[src/rtl/eagen_pkg.sv]
package eagen_pkg;
    parameter int ADDR_W = 16;
    parameter int DATA_W = 8;

    typedef enum logic [3:0] {
        M_IMP = 4'd0,
        M_ACC = 4'd1,
        M_IMM = 4'd2,
        M_ZPG = 4'd3,
        M_ZPX = 4'd4,
        M_ZPY = 4'd5,
        M_ABS = 4'd6,
        M_ABX = 4'd7,
        M_ABY = 4'd8,
        M_IND = 4'd9,
        M_INX = 4'd10,
        M_INY = 4'd11,
        M_REL = 4'd12
    } mode_e;

    typedef enum logic [2:0] {
        S_IDLE,
        S_OP0,
        S_OP1,
        S_PTR0,
        S_PTR1
    } state_e;

    typedef struct packed {
        state_e              st;
        logic [3:0]          mode;
        logic [DATA_W-1:0]   x;
        logic [DATA_W-1:0]   y;
        logic [DATA_W-1:0]   lo;
        logic [ADDR_W-1:0]   addr;
        logic [ADDR_W-1:0]   pc;
        logic [ADDR_W-1:0]   ea;
        logic                rd;
        logic                done;
    } regs_t;
endpackage

[src/rtl/eagen_idx_add.sv]
module eagen_idx_add #(
    parameter int AW        = 16,
    parameter int DW        = 8,
    parameter bit PAGE_WRAP = 1'b0
) (
    input  logic [AW-1:0] base,
    input  logic [DW-1:0] idx,
    output logic [AW-1:0] sum
);
    generate
        if (PAGE_WRAP) begin : g_page
            // offset stays inside the page of the base
            logic [DW-1:0] low_sum;
            assign low_sum = base[DW-1:0] + idx;
            assign sum     = {base[AW-1:DW], low_sum};
        end else begin : g_full
            assign sum = base + AW'(idx);
        end
    endgenerate
endmodule

[src/rtl/eagen_rel_add.sv]
module eagen_rel_add #(
    parameter int AW = 16,
    parameter int DW = 8
) (
    input  logic [AW-1:0] pc,
    input  logic [DW-1:0] off,
    output logic [AW-1:0] target
);
    logic [AW-1:0] off_ext;
    assign off_ext = {{(AW-DW){off[DW-1]}}, off};
    assign target  = pc + off_ext;
endmodule

[src/rtl/eagen_top.sv]
module eagen_top
    import eagen_pkg::*;
#(
    parameter int AW = ADDR_W,
    parameter int DW = DATA_W
) (
    input  logic          clk,
    input  logic          rst_n,
    input  logic          start,
    input  logic [3:0]    mode,
    input  logic [AW-1:0] pc_in,
    input  logic [DW-1:0] x_in,
    input  logic [DW-1:0] y_in,
    output logic          mem_rd,
    output logic [AW-1:0] mem_addr,
    input  logic [DW-1:0] mem_data,
    output logic          done,
    output logic [AW-1:0] ea,
    output logic [AW-1:0] pc_out
);
    localparam int HI_W = AW - DW;

    regs_t r_d, r_q;

    logic [DW-1:0] zp_idx, abs_idx;
    logic [AW-1:0] zp_sum, abs_sum, ptr_next, rel_sum;

    always_comb begin
        zp_idx  = (mode_e'(r_q.mode) == M_ZPY) ? r_q.y : r_q.x;
        abs_idx = (mode_e'(r_q.mode) == M_ABY || mode_e'(r_q.mode) == M_INY) ? r_q.y : r_q.x;
    end

    eagen_idx_add #(.AW(AW), .DW(DW), .PAGE_WRAP(1'b1)) u_zp_add (
        .base ({{HI_W{1'b0}}, mem_data}),
        .idx  (zp_idx),
        .sum  (zp_sum)
    );

    eagen_idx_add #(.AW(AW), .DW(DW), .PAGE_WRAP(1'b0)) u_abs_add (
        .base ({mem_data, r_q.lo}),
        .idx  (abs_idx),
        .sum  (abs_sum)
    );

    eagen_idx_add #(.AW(AW), .DW(DW), .PAGE_WRAP(1'b1)) u_ptr_inc (
        .base (r_q.addr),
        .idx  (DW'(1)),
        .sum  (ptr_next)
    );

    eagen_rel_add #(.AW(AW), .DW(DW)) u_rel_add (
        .pc     (r_q.pc),
        .off    (mem_data),
        .target (rel_sum)
    );

    always_comb begin
        r_d      = r_q;
        r_d.done = 1'b0;
        unique case (r_q.st)
            S_IDLE: begin
                if (start) begin
                    r_d.mode = mode;
                    r_d.x    = x_in;
                    r_d.y    = y_in;
                    case (mode_e'(mode))
                        M_IMM: begin
                            r_d.ea   = pc_in;
                            r_d.pc   = pc_in + AW'(1);
                            r_d.done = 1'b1;
                        end
                        M_ZPG, M_ZPX, M_ZPY, M_ABS, M_ABX, M_ABY,
                        M_IND, M_INX, M_INY, M_REL: begin
                            r_d.st   = S_OP0;
                            r_d.rd   = 1'b1;
                            r_d.addr = pc_in;
                            r_d.pc   = pc_in + AW'(1);
                        end
                        default: begin
                            r_d.ea   = '0;
                            r_d.pc   = pc_in;
                            r_d.done = 1'b1;
                        end
                    endcase
                end
            end
            S_OP0: begin
                case (mode_e'(r_q.mode))
                    M_ZPG: begin
                        r_d.ea = {{HI_W{1'b0}}, mem_data};
                        r_d.st = S_IDLE; r_d.rd = 1'b0; r_d.done = 1'b1;
                    end
                    M_ZPX, M_ZPY: begin
                        r_d.ea = zp_sum;
                        r_d.st = S_IDLE; r_d.rd = 1'b0; r_d.done = 1'b1;
                    end
                    M_REL: begin
                        r_d.ea = rel_sum;
                        r_d.st = S_IDLE; r_d.rd = 1'b0; r_d.done = 1'b1;
                    end
                    M_INX: begin
                        r_d.addr = zp_sum;
                        r_d.st   = S_PTR0;
                    end
                    M_INY: begin
                        r_d.addr = {{HI_W{1'b0}}, mem_data};
                        r_d.st   = S_PTR0;
                    end
                    default: begin
                        r_d.lo   = mem_data;
                        r_d.addr = r_q.pc;
                        r_d.pc   = r_q.pc + AW'(1);
                        r_d.st   = S_OP1;
                    end
                endcase
            end
            S_OP1: begin
                if (mode_e'(r_q.mode) == M_IND) begin
                    r_d.addr = {mem_data, r_q.lo};
                    r_d.st   = S_PTR0;
                end else begin
                    r_d.ea = (mode_e'(r_q.mode) == M_ABS) ? {mem_data, r_q.lo} : abs_sum;
                    r_d.st = S_IDLE; r_d.rd = 1'b0; r_d.done = 1'b1;
                end
            end
            S_PTR0: begin
                r_d.lo   = mem_data;
                r_d.addr = ptr_next;
                r_d.st   = S_PTR1;
            end
            S_PTR1: begin
                r_d.ea = (mode_e'(r_q.mode) == M_INY) ? abs_sum : {mem_data, r_q.lo};
                r_d.st = S_IDLE; r_d.rd = 1'b0; r_d.done = 1'b1;
            end
            default: r_d.st = S_IDLE;
        endcase
    end

    always_ff @(posedge clk) begin
        if (!rst_n) begin
            r_q    <= '0;
            r_q.st <= S_IDLE;
        end else begin
            r_q <= r_d;
        end
    end

    assign mem_rd   = r_q.rd;
    assign mem_addr = r_q.addr;
    assign done     = r_q.done;
    assign ea       = r_q.ea;
    assign pc_out   = r_q.pc;
endmodule

[config.mk]
export PLATFORM = sky130hd
export DESIGN_NAME = eagen_top
export DESIGN_NICKNAME = d
export VERILOG_FILES = /design/src/rtl/eagen_pkg.sv /design/src/rtl/eagen_idx_add.sv /design/src/rtl/eagen_rel_add.sv /design/src/rtl/eagen_top.sv
export SDC_FILE = /design/constraint.sdc
export NUM_CORES = 1
export LEC_CHECK = 0
export BUFFER_PORTS_ARGS = -buffer_cell sky130_fd_sc_hd__buf_2
export CORE_AREA = 2 2 92 138
export CTS_BUF_LIST = sky130_fd_sc_hd__clkbuf_16
export DETAILED_ROUTE_END_ITERATION = 16
export DIE_AREA = 0 0 94 140
export GPL_TIMING_DRIVEN = 0
export PLACE_DENSITY = 0.8
export SKIP_LAST_GASP = 1
export SLEW_MARGIN = 5
export SYNTH_ARGS = -nofsm -noshare
export SYNTH_HDL_FRONTEND = slang
export SYNTH_SLANG_ARGS = --single-unit
[constraint.sdc]
create_clock -name clk -period 3.45 [get_ports clk]
set_input_delay 0.345 -clock clk [delete_from_list [all_inputs] [get_ports clk]]
set_output_delay 0.345 -clock clk [all_outputs]
set_load 0.05 [all_outputs]
* Word-level counts from Yosys, hierarchy flattened *
Index checks and enable logic that the tools add are counted.

word-level totals
  register bits after elaboration = 81
  bits of input ports = 47
  output and inout bits = 50
  word-level logic and storage cells = 96

operators by class
  $add $sub $neg = 6
  eq/ne operators = 32
  multiplexer cells = 25
  bitwise operators = 1
  reductions and logical operators = 21

operators with widths
  operator                 number
  $mux W16                 6
  $pmux W18 S4             1
  $pmux W16 S2             2
  $pmux W16 S4             1
  $pmux W18 S3             1
  $mux W50                 1
  $pmux W16 S3             1
  $eq A4 B4 Y1 const B     10
  $add A16 B1 Y16 const B  2
  $eq A4 B3 Y1 const B     7
  $mux W8                  3
  $mux W23                 1
  $mux W18                 1
  $add A16 B16 Y16         1
  $add A16 B8 Y16          1
  $pmux W8 S2              1
  $reduce_and A5 Y1        3
  $eq A4 B2 Y1 const B     3
  $ne A2 B2 Y1 const B     6
  $pmux W3 S4              1
  $reduce_or A11 Y1        1
  $reduce_or A10 Y1        1
  $add A8 B1 Y8 const B    1
  $add A8 B8 Y8            1
  21 further kinds         28

* Depth between registers and ports, before layout *
  depth after elaboration = 7
  depth in mapped cells = 15
  gate-level depth less buffers = 13

* Hierarchy *
From an unflattened synthesis, not the netlist that was laid out.

unflattened totals
  cells, all modules = 1,048
  area total of the unflattened synthesis = 8,040.2 um^2

by module, submodules not included
  module                         times used  cells an instance  area an instance (um^2)  sequential area each (um^2)
  eagen_top                      1           785                6,020.8                  1,621.6
  eagen_idx_add (u_ptr_inc ...)  2           50                 391.6                    0.0
  eagen_rel_add                  1           101                745.7                    0.0
  eagen_idx_add (u_abs_add)      1           62                 490.5                    0.0

* Least setup slack after synthesis *
Ideal clock, no wire load.

  path kind = register to register
  from = register r_q[74] (netlist name)
  to = register r_q (netlist bit ea[12])
  setup time = 0.132 ns
  arrival = 3.036 ns
  required time = 3.318 ns
  path slack = 0.282 ns
  stages on the path, launching flop included = 16
  path buffers = 2
  clock period less this slack = 3.168 ns
  cell sequence = dfxtp_1 -> buf_1 -> xor2_1 -> or3_1 -> clkbuf_1 -> mux2_2 -> ha_1 -> inv_1 -> fa_1 -> nor2b_1 -> o31a_1 -> o2111a_1 -> nand3_1 -> xnor2_1 -> nand2_1 -> a31oi_1

on the way
  cells in the longest elaborated chain, start to end = 7
  elaborated cells on any way between the ends = 20
  those cells by class = 1 x add/sub; 10 x eq/ne; 6 x mux; 3 x reduce/logical

RTL lines
  what                                    RTL line                           source
  from (decl)                             eagen_top.sv:23                    regs_t r_d, r_q;
  from (signal assigned)                  eagen_top.sv:144                   r_q <= r_d;
  $eq A4 B4 Y1, on equally long branches  eagen_top.sv:30, eagen_top.sv:132
  $logic_or A1 B1 Y1                      eagen_top.sv:30                    abs_idx = (mode_e'(r_q.mode) == M_ABY || mode_e'(r_q.mode) == M_INY) ? r_q.y : r_q.x;
  $mux W8                                 eagen_top.sv:30
  $add A16 B8 Y16                         eagen_idx_add.sv:17                assign sum = base + AW'(idx);
  $mux W16                                eagen_top.sv:122                   r_d.ea = (mode_e'(r_q.mode) == M_ABS) ? {mem_data, r_q.lo} : abs_sum;
  $mux W18                                eagen_top.sv:118                   if (mode_e'(r_q.mode) == M_IND) begin
  $pmux W18 S4                            eagen_top.sv:60                    unique case (r_q.st)

Several ways; a longest one is shown, not always the timed one. The select of a mux whose other input is x is not followed.
A chain may end at the register's enable or synchronous reset.

* Worst setup path in the final report *
  from = register r_q[77] (netlist name)
  to = register r_q (netlist bit ea[12])

The elaborated chain is that of the path after synthesis.

==> impl_metrics.json <==
{
  "start_util_pct": 57.6,
  "vias": 7741,
  "hold_class": "primary input to flop",
  "maxCapViolCount": 0,
  "hold_violations": 0,
  "synthCells": 917,
  "cts_buffers": 9,
  "drcViolationCount": 0,
  "hold_path_end": "r_q[59]$_SDFFE_PN0P_",
  "clk_pin_slew_worst_paths_ns": 0.07,
  "worstSetupEndpointType": "flop",
  "antenna_found_initial": 0,
  "htreeDepth": 3,
  "synth_seq_cells": 81,
  "syn_nets": 1001,
  "worstMarginPinSlew_ns": 1.21,
  "die-area_um2": 13200,
  "cts_tree": "done",
  "yosysWarnings": 0,
  "r2r_slack_ns": 0.10,
  "synth_cell_type_count": 78,
  "clock_latency_ns": 0.35,
  "path_common_cell": "inv_1",
  "cts_hold_buf": 0,
  "setup_viol": 0,
  "r2r_cells": 14,
  "critical_path_peak_fanout": 10,
  "rsz0062_at_grt": "yes",
  "hpwl_mm": 20.3,
  "yosysTopAreaCell": "dfxtp_1",
  "p_leak_nw": 3.34,
  "grt_overflow_total": 0,
  "io-pin-count": 97,
  "wirelength_mm": 26.5,
  "power_mw": 2.95,
  "netlist_area_um2": 6880,
  "clk_path_buf_depth": 2,
  "skew_ns": 0.00669,
  "first_pass_iters": 7,
  "vdd_drop_max_mv": 0.233,
  "row_count": 49,
  "grt_pass1_vias": 7217,
  "dr.first_iter.drc_count": 873,
  "synth.avg_cell_area_um2": 7.51,
  "design.core.area_um2": 12000,
  "synth_top_area_share_pct": 23.6,
  "critical_path.slowest_cell": "or3_4",
  "die_w_um": 94,
  "fp.dieH_um": 140,
  "setup-tns-final_ns": 0,
  "layout.nets": 1107,
  "grt_pass1_wl_mm": 40.2,
  "crit_type": "flop to flop",
  "diodes": 0,
  "wl_per_cell_um": 22.4,
  "ys_top_cells_by_area": "dfxtp_1 (24%), a21oi_1 (7.6%), nand2_1 (7.2%), ha_1 (6.2%), buf_4 (5.3%)",
  "grt_max_degree": 14,
  "layout_commonest_cell": "nand2_1",
  "min_period_over_period_pct": 97.0,
  "synth_enable_flop_cells": 0,
  "reg2reg_to": "ea[12]$_SDFFE_PN0P_",
  "cts.sinks": 81,
  "status": "complete, no violations",
  "syn_to_final_growth_pct": 14.8,
  "final-seq-area_um2": 1620,
  "arrival_ns": 3.54,
  "async_reset_ff_share_pct": 0,
  "viasPerCell": 6.55,
  "hold_ws_ns": 0.232,
  "drv_slew": 0,
  "reg2reg_from": "r_q[77]$_SDFFE_PN0P_",
  "drive_above_1_share_pct": 19.9,
  "cpPeakStageDelay_ns": 0.46,
  "gp_congestion": 1.05,
  "worstPathCellList": "buf_4 -> inv_1 -> or3_4 -> mux2_2 -> ha_1 -> inv_1 -> fa_1 -> nor2b_1 -> o31a_1 -> o2111a_2 -> nand3_1 -> xnor2_1 -> nand2_1 -> a31oi_1",
  "multi_input_area_um2": 4650,
  "maxSlewHeadroom_pct": 18.5,
  "io_buffers": 95,
  "finalInstanceArea_um2": 7900,
  "seq_area_frac_synth_pct": 23.6,
  "fmax_mhz": 299,
  "ant_nets": 0,
  "nFillCells": 1153,
  "final_cell_mix": "nand2_1 (132), a21oi_1 (103), buf_2 (98)",
  "place_area_um2": 7550,
  "period_minus_slack_ns": 3.35,
  "required_ns": 3.64,
  "root_buffer": "clkbuf_16",
  "power.density_nw_per_um2": 373,
  "start_kind": "flop",
  "hp-start": "y_in[1]",
  "yosys_most_used_dff": "dfxtp_1",
  "grt_usage_pct": 40.6,
  "min_path_cells": 3
}
## registers in the layout, summed over array words and instances, names as in the netlist
| register | cells |
|---|---|
| done | 1 |
| ea | 16 |
| pc_out | 16 |
| r_q | 31 |
| mem_rd | 1 |
| mem_addr | 16 |
## synthesized netlist by cell type, types with 4 or more instances
cell      number
nand3b_1       4
and3_1        10
a22oi_1        8
xnor2_1       33
nand2b_1       5
a21o_1         7
o211ai_1       6
o32ai_1        7
nor2_1        58
nand4_1        8
mux2i_1       14
a221oi_1      15
or3_1         10
nor2b_1        7
clkbuf_1      44
o21a_1        12
a222oi_1      11
inv_1         17
a211oi_1       6
o22ai_1       11
ha_1          34
nand3_1       25
o21ai_0       50
dfxtp_1       81
buf_2          6
a21oi_1      104
and4_1         4
a221o_1        4
mux2_2        16
buf_4         49
nor4_1         6
a31oi_1       18
nand2_1      132
xor2_1        15
nor3_1        13
## per-stage QoR
step / setup WS (ns) / utilization, % / instances
floorplan: 0.282 / - / 917
global placement: -0.273 / 63.2 / 1165
detailed placement: -0.291 / 63.2 / 1165
CTS: 0.0174 / 65.7 / 1181
global route: -0.0626 / 66.1 / 1181
finish: 0.105 / 66.1 / 1181
## layer usage
metal | vias up | GRT usage [%] | routed length [µm]
met3 | 154 | 7.42 | 2230
met2 | 467 | 64.6 | 12200
met4 | 0 | 32.5 | 2440
met1 | 3586 | 46.8 | 9600
met5 | - | 0 | 0
li1 | 3534 | - | -
## what timing repair did
| item | CTS | global route |
|---|---|---|
| endpoints found under the setup margin | 15 | 14 |
| setup buffers | 1 | 0 |
| gates cloned | 0 | 0 |
| gates resized for setup | 5 | 10 |
## final cells by class
class	count	area share, %
tap	153	2.42
multi-input combinational	713	58.9
clock buffer	9	2.85
buffer	103	7.57
inverter	19	0.902
sequential	81	20.5
clock inverter	7	0.776
timing repair buffer	96	6.11
## worst max-delay path, delay by kind of cell (launching register included)
family	cells	cell delay (ns)
AND/OR/NAND/NOR	4	0.82
AO/OA/AOI/OAI	3	0.61
adder cells (fa/ha/maj)	2	0.59
buffers and inverters	3	0.40
flip-flops	1	0.34
multiplexers	1	0.26
XOR/XNOR	1	0.17
## how the worst max path moves through the flow
| stage | startpoint | end | slack (ns) | depth (start not counted) |
|---|---|---|---|---|
| 2_1_floorplan | r_q[74]$_SDFFE_PN0P_ | ea[12]$_SDFFE_PN0P_ | 0.28 | 15 |
| 3_3_place_gp | r_q[74]$_SDFFE_PN0P_ | ea[12]$_SDFFE_PN0P_ | -0.27 | 15 |
| 3_5_place_dp | r_q[74]$_SDFFE_PN0P_ | ea[12]$_SDFFE_PN0P_ | -0.29 | 15 |
| 4_1_cts | r_q[77]$_SDFFE_PN0P_ | ea[12]$_SDFFE_PN0P_ | 0.02 | 14 |
| 5_1_grt | r_q[77]$_SDFFE_PN0P_ | ea[12]$_SDFFE_PN0P_ | -0.06 | 14 |
| 6_report | r_q[77]$_SDFFE_PN0P_ | ea[12]$_SDFFE_PN0P_ | 0.10 | 14 |
## cell families after synthesis
logic type | Yosys count | share of synthesized area, %
buffers and inverters | 123 | 9.61
AOI/OAI and AO/OA | 297 | 28.3
DFF | 81 | 23.6
adders and majority gates | 37 | 7.05
xor gates and xnor gates | 48 | 6.11
muxes | 30 | 4.65
and+or+nand+nor | 301 | 20.7
## report_power, final
| part | leakage, nW | switching (mW) | internal [mW] |
|---|---|---|---|
| sequential | 0.662 | 0.0696 | 0.992 |
| combinational | 2.53 | 0.591 | 0.317 |
| clock | 0.140 | 0.424 | 0.554 |
| total | 3.34 | 1.08 | 1.86 |
(Power assumes the default switching activity.)
